==> src/rtl/prgovr_pkg.sv <==
package prgovr_pkg;
  typedef struct packed {
    logic load;    // capture data into the override register
    logic window;  // CPU address lies in the override window
  } ovrCtrl_t;
endpackage

==> src/rtl/prgovr_ctrl.sv <==
module prgovr_ctrl
  import prgovr_pkg::*;
#(
  parameter logic [1:0] WINDOW_SEL = 2'b10  // {A14, A13} pattern of the window
) (
  input  logic     clk,
  input  logic     wrStrobe,
  input  logic     cpuA2,
  input  logic     cpuA14,
  input  logic     cpuA13,
  output ovrCtrl_t ctrl
);
  logic strobeLast;

  // tracks the strobe every edge, reset included, so a rise is never invented
  always_ff @(posedge clk) strobeLast <= wrStrobe;

  always_comb begin
    ctrl.load   = wrStrobe & ~strobeLast & ~cpuA2;
    ctrl.window = ({cpuA14, cpuA13} == WINDOW_SEL);
  end
endmodule

==> src/rtl/prgovr_dp.sv <==
module prgovr_dp
  import prgovr_pkg::*;
#(
  parameter int LINES = 5
) (
  input  logic             clk,
  input  logic             rstN,
  input  ovrCtrl_t         ctrl,
  input  logic [LINES-1:0] cpuData,
  input  logic [LINES-1:0] basePrg,
  output logic [LINES-1:0] prgOut,
  output logic             bankSelN
);
  logic [LINES-1:0] bankReg;

  always_ff @(posedge clk) begin
    if (!rstN)          bankReg <= '0;
    else if (ctrl.load) bankReg <= cpuData;
  end

  for (genvar i = 0; i < LINES; i++) begin : g_lineMux
    assign prgOut[i] = ctrl.window ? bankReg[i] : basePrg[i];
  end

  assign bankSelN = ~ctrl.window;
endmodule

==> src/rtl/prg_outer_override.sv <==
module prg_outer_override
  import prgovr_pkg::*;
#(
  parameter int         LINES      = 5,
  parameter logic [1:0] WINDOW_SEL = 2'b10
) (
  input  logic             clk,
  input  logic             rstN,
  input  logic             cpuA14,
  input  logic             cpuA13,
  input  logic             cpuA2,
  input  logic [LINES-1:0] cpuData,
  input  logic             wrStrobe,
  input  logic [LINES-1:0] basePrg,
  output logic [LINES-1:0] prgOut,
  output logic             bankSelN
);
  ovrCtrl_t ctrl;

  prgovr_ctrl #(.WINDOW_SEL(WINDOW_SEL)) u_ctrl (
    .clk(clk), .wrStrobe(wrStrobe), .cpuA2(cpuA2),
    .cpuA14(cpuA14), .cpuA13(cpuA13), .ctrl(ctrl)
  );

  prgovr_dp #(.LINES(LINES)) u_dp (
    .clk(clk), .rstN(rstN), .ctrl(ctrl), .cpuData(cpuData),
    .basePrg(basePrg), .prgOut(prgOut), .bankSelN(bankSelN)
  );
endmodule

==> config.mk <==
export PLATFORM = sky130hd
export DESIGN_NAME = prg_outer_override
export DESIGN_NICKNAME = d
export VERILOG_FILES = /design/src/rtl/prgovr_pkg.sv /design/src/rtl/prgovr_ctrl.sv /design/src/rtl/prgovr_dp.sv /design/src/rtl/prg_outer_override.sv
export SDC_FILE = /design/constraint.sdc
export NUM_CORES = 1
export LEC_CHECK = 0
export ABC_AREA = 1
export BUFFER_PORTS_ARGS = -buffer_cell sky130_fd_sc_hd__buf_2
export CORE_AREA = 2 2 39 41
export DETAILED_ROUTE_END_ITERATION = 8
export DIE_AREA = 0 0 41 43
export GPL_TIMING_DRIVEN = 0
export PLACE_DENSITY = 0.62
export SYNTH_ARGS = -nofsm -noshare
export SYNTH_HDL_FRONTEND = slang
export SYNTH_SLANG_ARGS = --single-unit
==> constraint.sdc <==
create_clock -name clk -period 0.8 [get_ports clk]
set_input_delay 0 -clock clk [delete_from_list [all_inputs] [get_ports clk]]
set_output_delay 0 -clock clk [all_outputs]
set_load 0.02 [all_outputs]
======== Word level (Yosys, flattened, before mapping) ========
Cells that the tools add are included.
word-level totals
  logic and storage cells ................. 13
  register bits after elaboration ......... 6
  bits of input ports ..................... 16
  output and inout bits ................... 6
operators by class
  multiplexer cells ....................... 5
  bitwise gates (word level) .............. 5
  equality and inequality tests ........... 1
operators with widths
  cell                                  count
  1-bit 2-to-1 mux                      5
  1-bit inverter                        3
  1-bit bitwise AND                     2
  2-bit == test, second input constant  1

======== Logic depth before layout (Yosys ltp) ========
Gate-level depths: netlist of the first run.
  word-level depth ........................ 3
  depth in mapped cells ................... 5
  gate-level depth less buffers ........... 5

======== Cells and area by module ========
A second synthesis of the first run with hierarchy kept.
second synthesis, totals
  cell total of the unflattened synthesis .. 53
  area total of the unflattened synthesis .. 306.5 um^2
modules (own cells, without submodules)
  module       instances  area an instance (um^2)  sequential area each (um^2)  cells each
  prgovr_dp    1          265.3                    100.1                        47
  prgovr_ctrl  1          41.3                     20.0                         6

======== Worst setup path after synthesis of the first run ========
Ideal clock, no wire load.
  path type ............................... register to register
  from .................................... reg u_ctrl.strobeLast
  to ...................................... reg u_dp.bankReg[0]
  stages on the path, launching flop included .. 5
  data arrival time ....................... 0.578 ns
  slack ................................... 0.109 ns
  data required time ...................... 0.687 ns
  clock period less this slack ............ 0.691 ns
  setup time .............................. 0.113 ns
  buffers on the path ..................... 0
  cells stage by stage .................... dfxtp_1 > inv_2 > nand3_4 > nor2_1 > nor2_1
between the ends
  word-level cells in the longest chain between the ends .. 3
ends and longest elaborated chain
  what                            RTL line           text
  start: declaration              prgovr_ctrl.sv:13  logic strobeLast;
  start signal: assignment        prgovr_ctrl.sv:16  always_ff @(posedge clk) strobeLast <= wrStrobe;
  1-bit inverter                  prgovr_ctrl.sv:19  ctrl.load = wrStrobe & ~strobeLast & ~cpuA2;
  1-bit bitwise AND (2 in a row)  prgovr_ctrl.sv:19
  end signal: assignment          prgovr_dp.sv:18    else if (ctrl.load) bankReg <= cpuData;
  end: declaration                prgovr_dp.sv:14    logic [LINES-1:0] bankReg;
Every way passes these cells.
A chain may end at the register's enable or synchronous reset.

======== Final worst setup path of the first run ========
  from .................................... reg u_dp.bankReg[4]
  to ...................................... out prgOut[4]
between the ends
  word-level cells in the longest chain between the ends .. 1
ends and longest elaborated chain
  what              RTL line                  text
  1-bit 2-to-1 mux  prgovr_dp.sv:22           assign prgOut[i] = ctrl.window ? bankReg[i] : basePrg[i];
  end: declaration  prg_outer_override.sv:15  output logic [LINES-1:0] prgOut,
Every way passes these cells.

==> impl_metrics.toml, run 1 <==
[sta]
hold_viol_final = 0
finalCriticalPeriod_ps = 856.1
fin_crit_sh_pct = 107.0
tightest_slew_ps = 132.8
setup_ws_ps = -56.08
fmax_ghz = 1.168
skew_ps = 3.921
rsz0062_at_grt = "true"
maxSlewViolCount = 0
finalSetupViolations = 5
tns_ps = -246.4
max_slew_margin_pct = 91.15

[worst_setup_path]
crit_path_end_kind = "output port"
critPathRequiredTime_ps = 800
arrival_ps = 860
crit_path_cell_trace = "inv_2 > o21ai_2 > buf_6"
critPathMaxStageDelay_ps = 310
critPathKind = "reg2out"
setup.worst_path.start_class = "flop"
r2r_cells = 5
critPathSlowestCell = "dfxtp_2"
path_max_fanout = 2

[final_layout]
regArea_um2 = 123.9
fin_area_um2 = 591.8
mostFrequentLayoutCells = "buf_2, nand2_1, nor2_1, buf_4, dlygate4sd3_1"
utilization_pct = 42.77
nNetsFinal = 100
layout_commonest_cell = "buf_2"
multi_input_area_um2 = 172.7
final.fill_count = 158
area_growth_pct = 98.74
drive_above_1_share_pct = 53.66
n_antenna_cell = 0

[clock_tree]
htreeDepth = 1
cts_root_buf = "clkbuf_4"
numCtsBuffers = 3
clk_pin_slew_ps = 50
cts_sinks = 6
clockBufferDepth = 2
cts_tree = "built"
clk_latency_ps = 240

[global_route]
overflow = 0
grt_pass1_vias = 328
grt.total_usage_pct = 9.950
antenna_found_initial = 0
grt_max_degree = 11
grt_first_pass_wirelength_mm = 1.166

[pwr]
power_frac_seq_pct = 38.7
total_power_w = 0.0008350
combPwrFrac_pct = 28.0
p_switching_w = 0.0002295
swShare_pct = 27.48
max-vdd-ir-drop_mv = 0.5818
pwr-share-clk_pct = 33.4
p_leak_nw = 0.3165
power.internal_w = 0.0006055
p_per_area_nw_per_um2 = 1411

[placement]
placed_area_um2 = 422.9
gp_congestion = 0.5613
port_buffers = 21

[min_path]
hold_depth = 3
hold_path_class = "in2reg"

[drt]
detail-route-antenna-nets = 0
first_pass_iters = 4
vias = 391
wl_um = 919
drtIter0Drc = 9
wl_per_cell_um = 9.378
drc_errors = 0
drt-vias-per-instance = 3.990

[synth]
yosysTopAreaCell = "dfxtp_1"
syn_nets = 63
syn-instance-count = 47
netlist_area_um2 = 297.8
ys_ff_latch = 6
yosys_warnings = 0
yosysTopAreaCellShare_pct = 40.34
synth.avg_cell_area_um2 = 6.336
ys_types = 8
synth_area_leaders = "dfxtp_1, nand2_1, nor2_1"
yosysSeqAreaShare_pct = 40.34

[floorplanning]
start_util_pct = 21.52
num_io_pins = 22
die_area_um2 = 1763
die_h_um = 43
std_cell_rows = 14
core-area_um2 = 1384
die_w_um = 41

[status]
violations = "setup timing"
outcome = "finished, violations left"

[run]
cap_violations = 0
==> layer usage <==
metal,vias up,track usage [%],part of all wire (%)
met5,-,0,0
met4,0,6.000,0
met3,0,3.141,6.4
met2,17,16.56,52
met1,160,10.00,42
li1,214,-,-
==> synthesized netlist by cell type <==
| cell type | count |
|---|---|
| buf_4 | 1 |
| inv_1 | 6 |
| nand2_1 | 16 |
| nand3_4 | 1 |
| o21ai_1 | 5 |
| nor2_1 | 10 |
| inv_2 | 2 |
| dfxtp_1 | 6 |
==> sequential cells by signal, indices dropped and copies added (netlist names) <==
signal and cells:
u_ctrl.strobeLast 1, u_dp.bankReg 5
==> worst paths after layout <==
path	startpoint	endpoint	slack [ps]
max reg2reg	u_ctrl.strobeLast	u_dp.bankReg[2]	0
max	u_dp.bankReg[4]	prgOut[4]	-60
min	rstN	u_dp.bankReg[4]	20
min reg2reg	u_dp.bankReg[2]	u_dp.bankReg[2]	530
==> critical path, delay by kind of cell, from the launching register on <==
kind | cells | cell delay, ps
flip-flops | 1 | 310
AO/OA/AOI/OAI | 1 | 130
buffers and inverters | 2 | 160
==> stage by stage <==
stage,worst slack (ps),hold WS (ps),std cells
6_report,-56.08,19.06,98
3_3_place_gp,55.60,148.0,84
3_5_place_dp,46.00,149.9,84
4_1_cts,-71.95,16.30,97
5_1_grt,-109.3,21.74,98
2_1_floorplan,109.0,27.72,47
==> power by group through the flow <==
stage,Clock (W),Combinational (W),Sequential [W]
detailed placement,0,0.000159,0.000325
global placement,0,0.000157,0.000325
CTS,0.000299,0.000207,0.000319
floorplan,0,0.0000906,0.000324
finish,0.000279,0.000234,0.000323
global route,0.000315,0.000261,0.000323
==> cell families after synthesis <==
group / Yosys count / share of synthesized area, %
AO/OA/AOI/OAI: 5 / 8.402
buffers and inverters: 9 / 12.61
flip-flops: 6 / 40.34
AND/OR/NAND/NOR: 27 / 38.66
==> area by class of cell <==
cell class	count	area share (%)
buffer	1	1.268
clock buffer	3	3.805
inverter	8	5.074
multi-input combinational	33	29.18
sequential	6	20.93
tap	16	3.383
timing repair buffer	31	36.36
==> what timing repair did <==
item / 4_1_cts / 5_1_grt
gates cloned: 0 / 1
setup buffers: 4 / 0
gates resized for setup: 5 / 14
endpoints found under the setup margin: 5 / 10
endpoints found under the hold margin: 6 / 0
hold buffers: 6 / 0
pin swaps: 5 / 4
Power figures use the tool's default switching activity.
==> run 2: changes to the inputs <==
--- a/config.mk
+++ b/config.mk
@@ -5,13 +5,12 @@
 export SDC_FILE = /design/constraint.sdc
 export NUM_CORES = 1
 export LEC_CHECK = 0
-export ABC_AREA = 1
 export BUFFER_PORTS_ARGS = -buffer_cell sky130_fd_sc_hd__buf_2
 export CORE_AREA = 2 2 39 41
 export DETAILED_ROUTE_END_ITERATION = 8
 export DIE_AREA = 0 0 41 43
 export GPL_TIMING_DRIVEN = 0
-export PLACE_DENSITY = 0.62
+export PLACE_DENSITY = 0.64
 export SYNTH_ARGS = -nofsm -noshare
 export SYNTH_HDL_FRONTEND = slang
 export SYNTH_SLANG_ARGS = --single-unit
==> run 2 against run 1 <==
  * The flow still finishes with violations (setup timing)
  * Sequential power is 2% lower
  * Routed wire length down 20%
  * Global-route usage increased by 0.90 points
  * First-iteration DRC count down 78%
  * Utilization is 2.4 points lower
  * Critical path type unchanged
  * Highest routed layer unchanged
==> impl_metrics.toml, run 2 <==
[status]
outcome = "finished, violations left"
violations = "setup timing"

[clock_tree]
clk_latency_ps = 240
htreeDepth = 1
clockBufferDepth = 2
cts_tree = "built"
numCtsBuffers = 3
cts_root_buf = "clkbuf_4"
clk_pin_slew_ps = 40
cts_sinks = 6

[floorplanning]
die_h_um = 43
start_util_pct = 22.60
core-area_um2 = 1384
die_w_um = 41
die_area_um2 = 1763
std_cell_rows = 14
num_io_pins = 22

[pwr]
power.internal_w = 0.0006075
p_leak_nw = 0.2645
power_frac_seq_pct = 39.5
combPwrFrac_pct = 25.9
p_switching_w = 0.0001994
pwr-share-clk_pct = 34.7
swShare_pct = 24.71
max-vdd-ir-drop_mv = 0.6590
p_per_area_nw_per_um2 = 1443

[synth]
yosysTopAreaCell = "dfxtp_1"
synth_edf_count = 0
async_flop_share_pct = 0
syn-instance-count = 30
ys_types = 8
synth.avg_cell_area_um2 = 10.43
synth_area_leaders = "dfxtp_1, mux2_2, mux2i_1"
synth.cells.most_frequent = "nand2_1, dfxtp_1, mux2_2, mux2i_1"
yosysTopAreaCellShare_pct = 38.40
synthFlopType = "dfxtp_1"
syn_nets = 46
yosysSeqAreaShare_pct = 38.40
ys_ff_latch = 6
yosys.cell_count.top_type = "nand2_1"
yosys_warnings = 0
netlist_area_um2 = 312.8

[worst_setup_path]
crit_path_end_kind = "output port"
setup.worst_path.start_class = "flop"
critPathRequiredTime_ps = 800
r2r_cells = 3
arrival_ps = 950
r2r_setup_slack_ps = -80
critPathKind = "reg2out"
rr_startpoint = "u_ctrl.strobeLast"
setup.worst_path.start = "u_dp.bankReg[0]"
worstReg2RegEnd = "u_dp.bankReg[1]"
path_max_fanout = 2
endpoint = "prgOut[0]"

[final_layout]
reg_top3 = "u_dp.bankReg x5, u_ctrl.strobeLast x1"
area_growth_pct = 78.80
largest_reg_flops = 5
top_register = "u_dp.bankReg"
fin_area_um2 = 559.3
layout_commonest_cell = "buf_2"
mostFrequentLayoutCells = "buf_2, nand2_1, buf_6, mux2i_1, dlygate4sd3_1"
nNetsFinal = 77
n_antenna_cell = 0
drive_above_1_share_pct = 61.02

[sta]
maxSlewViolCount = 0
fmax_ghz = 1.055
skew_ps = 0.3519
hold_viol_final = 0
rsz0062_at_grt = "true"
whs_ps = 8.820
max_slew_margin_pct = 88.51
finalCriticalPeriod_ps = 948.2
finalSetupViolations = 10
tightest_slew_ps = 172.3
setup_ws_ps = -148.2
fin_crit_sh_pct = 118.5

[drt]
wl_um = 736
drtIter0Drc = 2
drt-vias-per-instance = 4.147
vias = 311
wl_per_cell_um = 9.813
first_pass_iters = 2
drc_errors = 0
detail-route-antenna-nets = 0

[global_route]
antenna_found_initial = 0
overflow = 0
grt_pass1_vias = 334
grt_first_pass_wirelength_mm = 1.269
grt.total_usage_pct = 10.85
grt_max_degree = 11

[placement]
placed_area_um2 = 434.2
gp_congestion = 0.6318
port_buffers = 20

[min_path]
hold_path_class = "in2reg"

[run]
cap_violations = 0
## run 2: cell count changes after synthesis, moves of 5 or more
cell	delta
nor2_1	-10
inv_1	-6
nand2_1	-6
mux2_2	+5
mux2i_1	+5
o21ai_1	-5
## run 2: layer usage
layer / track usage (%) / vias to the layer above / share of wire, % / wire (µm)
met5: 0 / - / 0 / 0
met4: 4.000 / 0 / 0 / 0
met3: 6.806 / 0 / 11 / 84
met2: 16.88 / 18 / 51 / 378
met1: 11.29 / 134 / 37 / 273
li1: - / 159 / - / -
## run 2: kinds of logic (layout without fill, tap and decap cells)
logic type | after synthesis | count (layout) | share of synthesized area [%]
simple gates | 12 | 12 | 22.40
mux | 10 | 10 | 34.00
buf+inv | 2 | 31 | 5.198
flops | 6 | 6 | 38.40
## run 2: layout make-up
class / count / area, µm²
clock buffer: 3 / 22.52
sequential: 6 / 123.9
multi-input combinational: 22 / 183.9
buffer: 2 / 16.27
fill: 148 / 824.5
tap: 16 / 20.02
timing repair buffer: 26 / 192.7
## run 2: power groups by stage
| stage | Sequential [W] | Clock, W | Combinational (W) |
|---|---|---|---|
| 2_1_floorplan | 0.000322 | 0 | 0.0000940 |
| 5_1_grt | 0.000319 | 0.000309 | 0.000230 |
| 3_5_place_dp | 0.000324 | 0 | 0.000155 |
| 4_1_cts | 0.000318 | 0.000299 | 0.000207 |
| 6_report | 0.000318 | 0.000280 | 0.000209 |
| 3_3_place_gp | 0.000323 | 0 | 0.000152 |
## run 2: timing repair
| item | CTS | global route |
|---|---|---|
| gates resized for setup | 12 | 3 |
| pin swaps | 1 | 1 |
| buffers inserted | 1 | 0 |
| setup endpoints to repair | 10 | 10 |
| hold endpoints to repair | 5 | 0 |
| hold buffers | 5 | 0 |
| cloned | 0 | 0 |
## run 2: worst min path at each step
stage                     depth (start not counted)  slack, ps        from                 to
after detailed placement                          1        120    wrStrobe  u_ctrl.strobeLast
final                                             3          9  cpuData[1]    u_dp.bankReg[1]
after global placement                            1        120    wrStrobe  u_ctrl.strobeLast
after CTS                                         3      0.001  cpuData[1]    u_dp.bankReg[1]
after global routing                              3         40  cpuData[1]    u_dp.bankReg[1]
after floorplan                                   0         30    wrStrobe  u_ctrl.strobeLast
## run 2: metrics by stage
stage,power (W),setup TNS [ps],cells,util [%],setup slack (ps)
floorplan,0.0004162,-385.6,30,-,-77.12
global placement,0.0004750,-762.7,66,31.37,-153.9
detailed placement,0.0004786,-721.2,66,31.37,-150.2
CTS,0.0008240,-1245,75,39.96,-158.7
global route,0.0008578,-1462,75,40.42,-175.7
finish,0.0008069,-1069,75,40.42,-148.2
## run 2: critical path, stage by stage, from the launching register on
cell     delay [ps]
dfxtp_2         310
mux2_4          260
buf_6           130
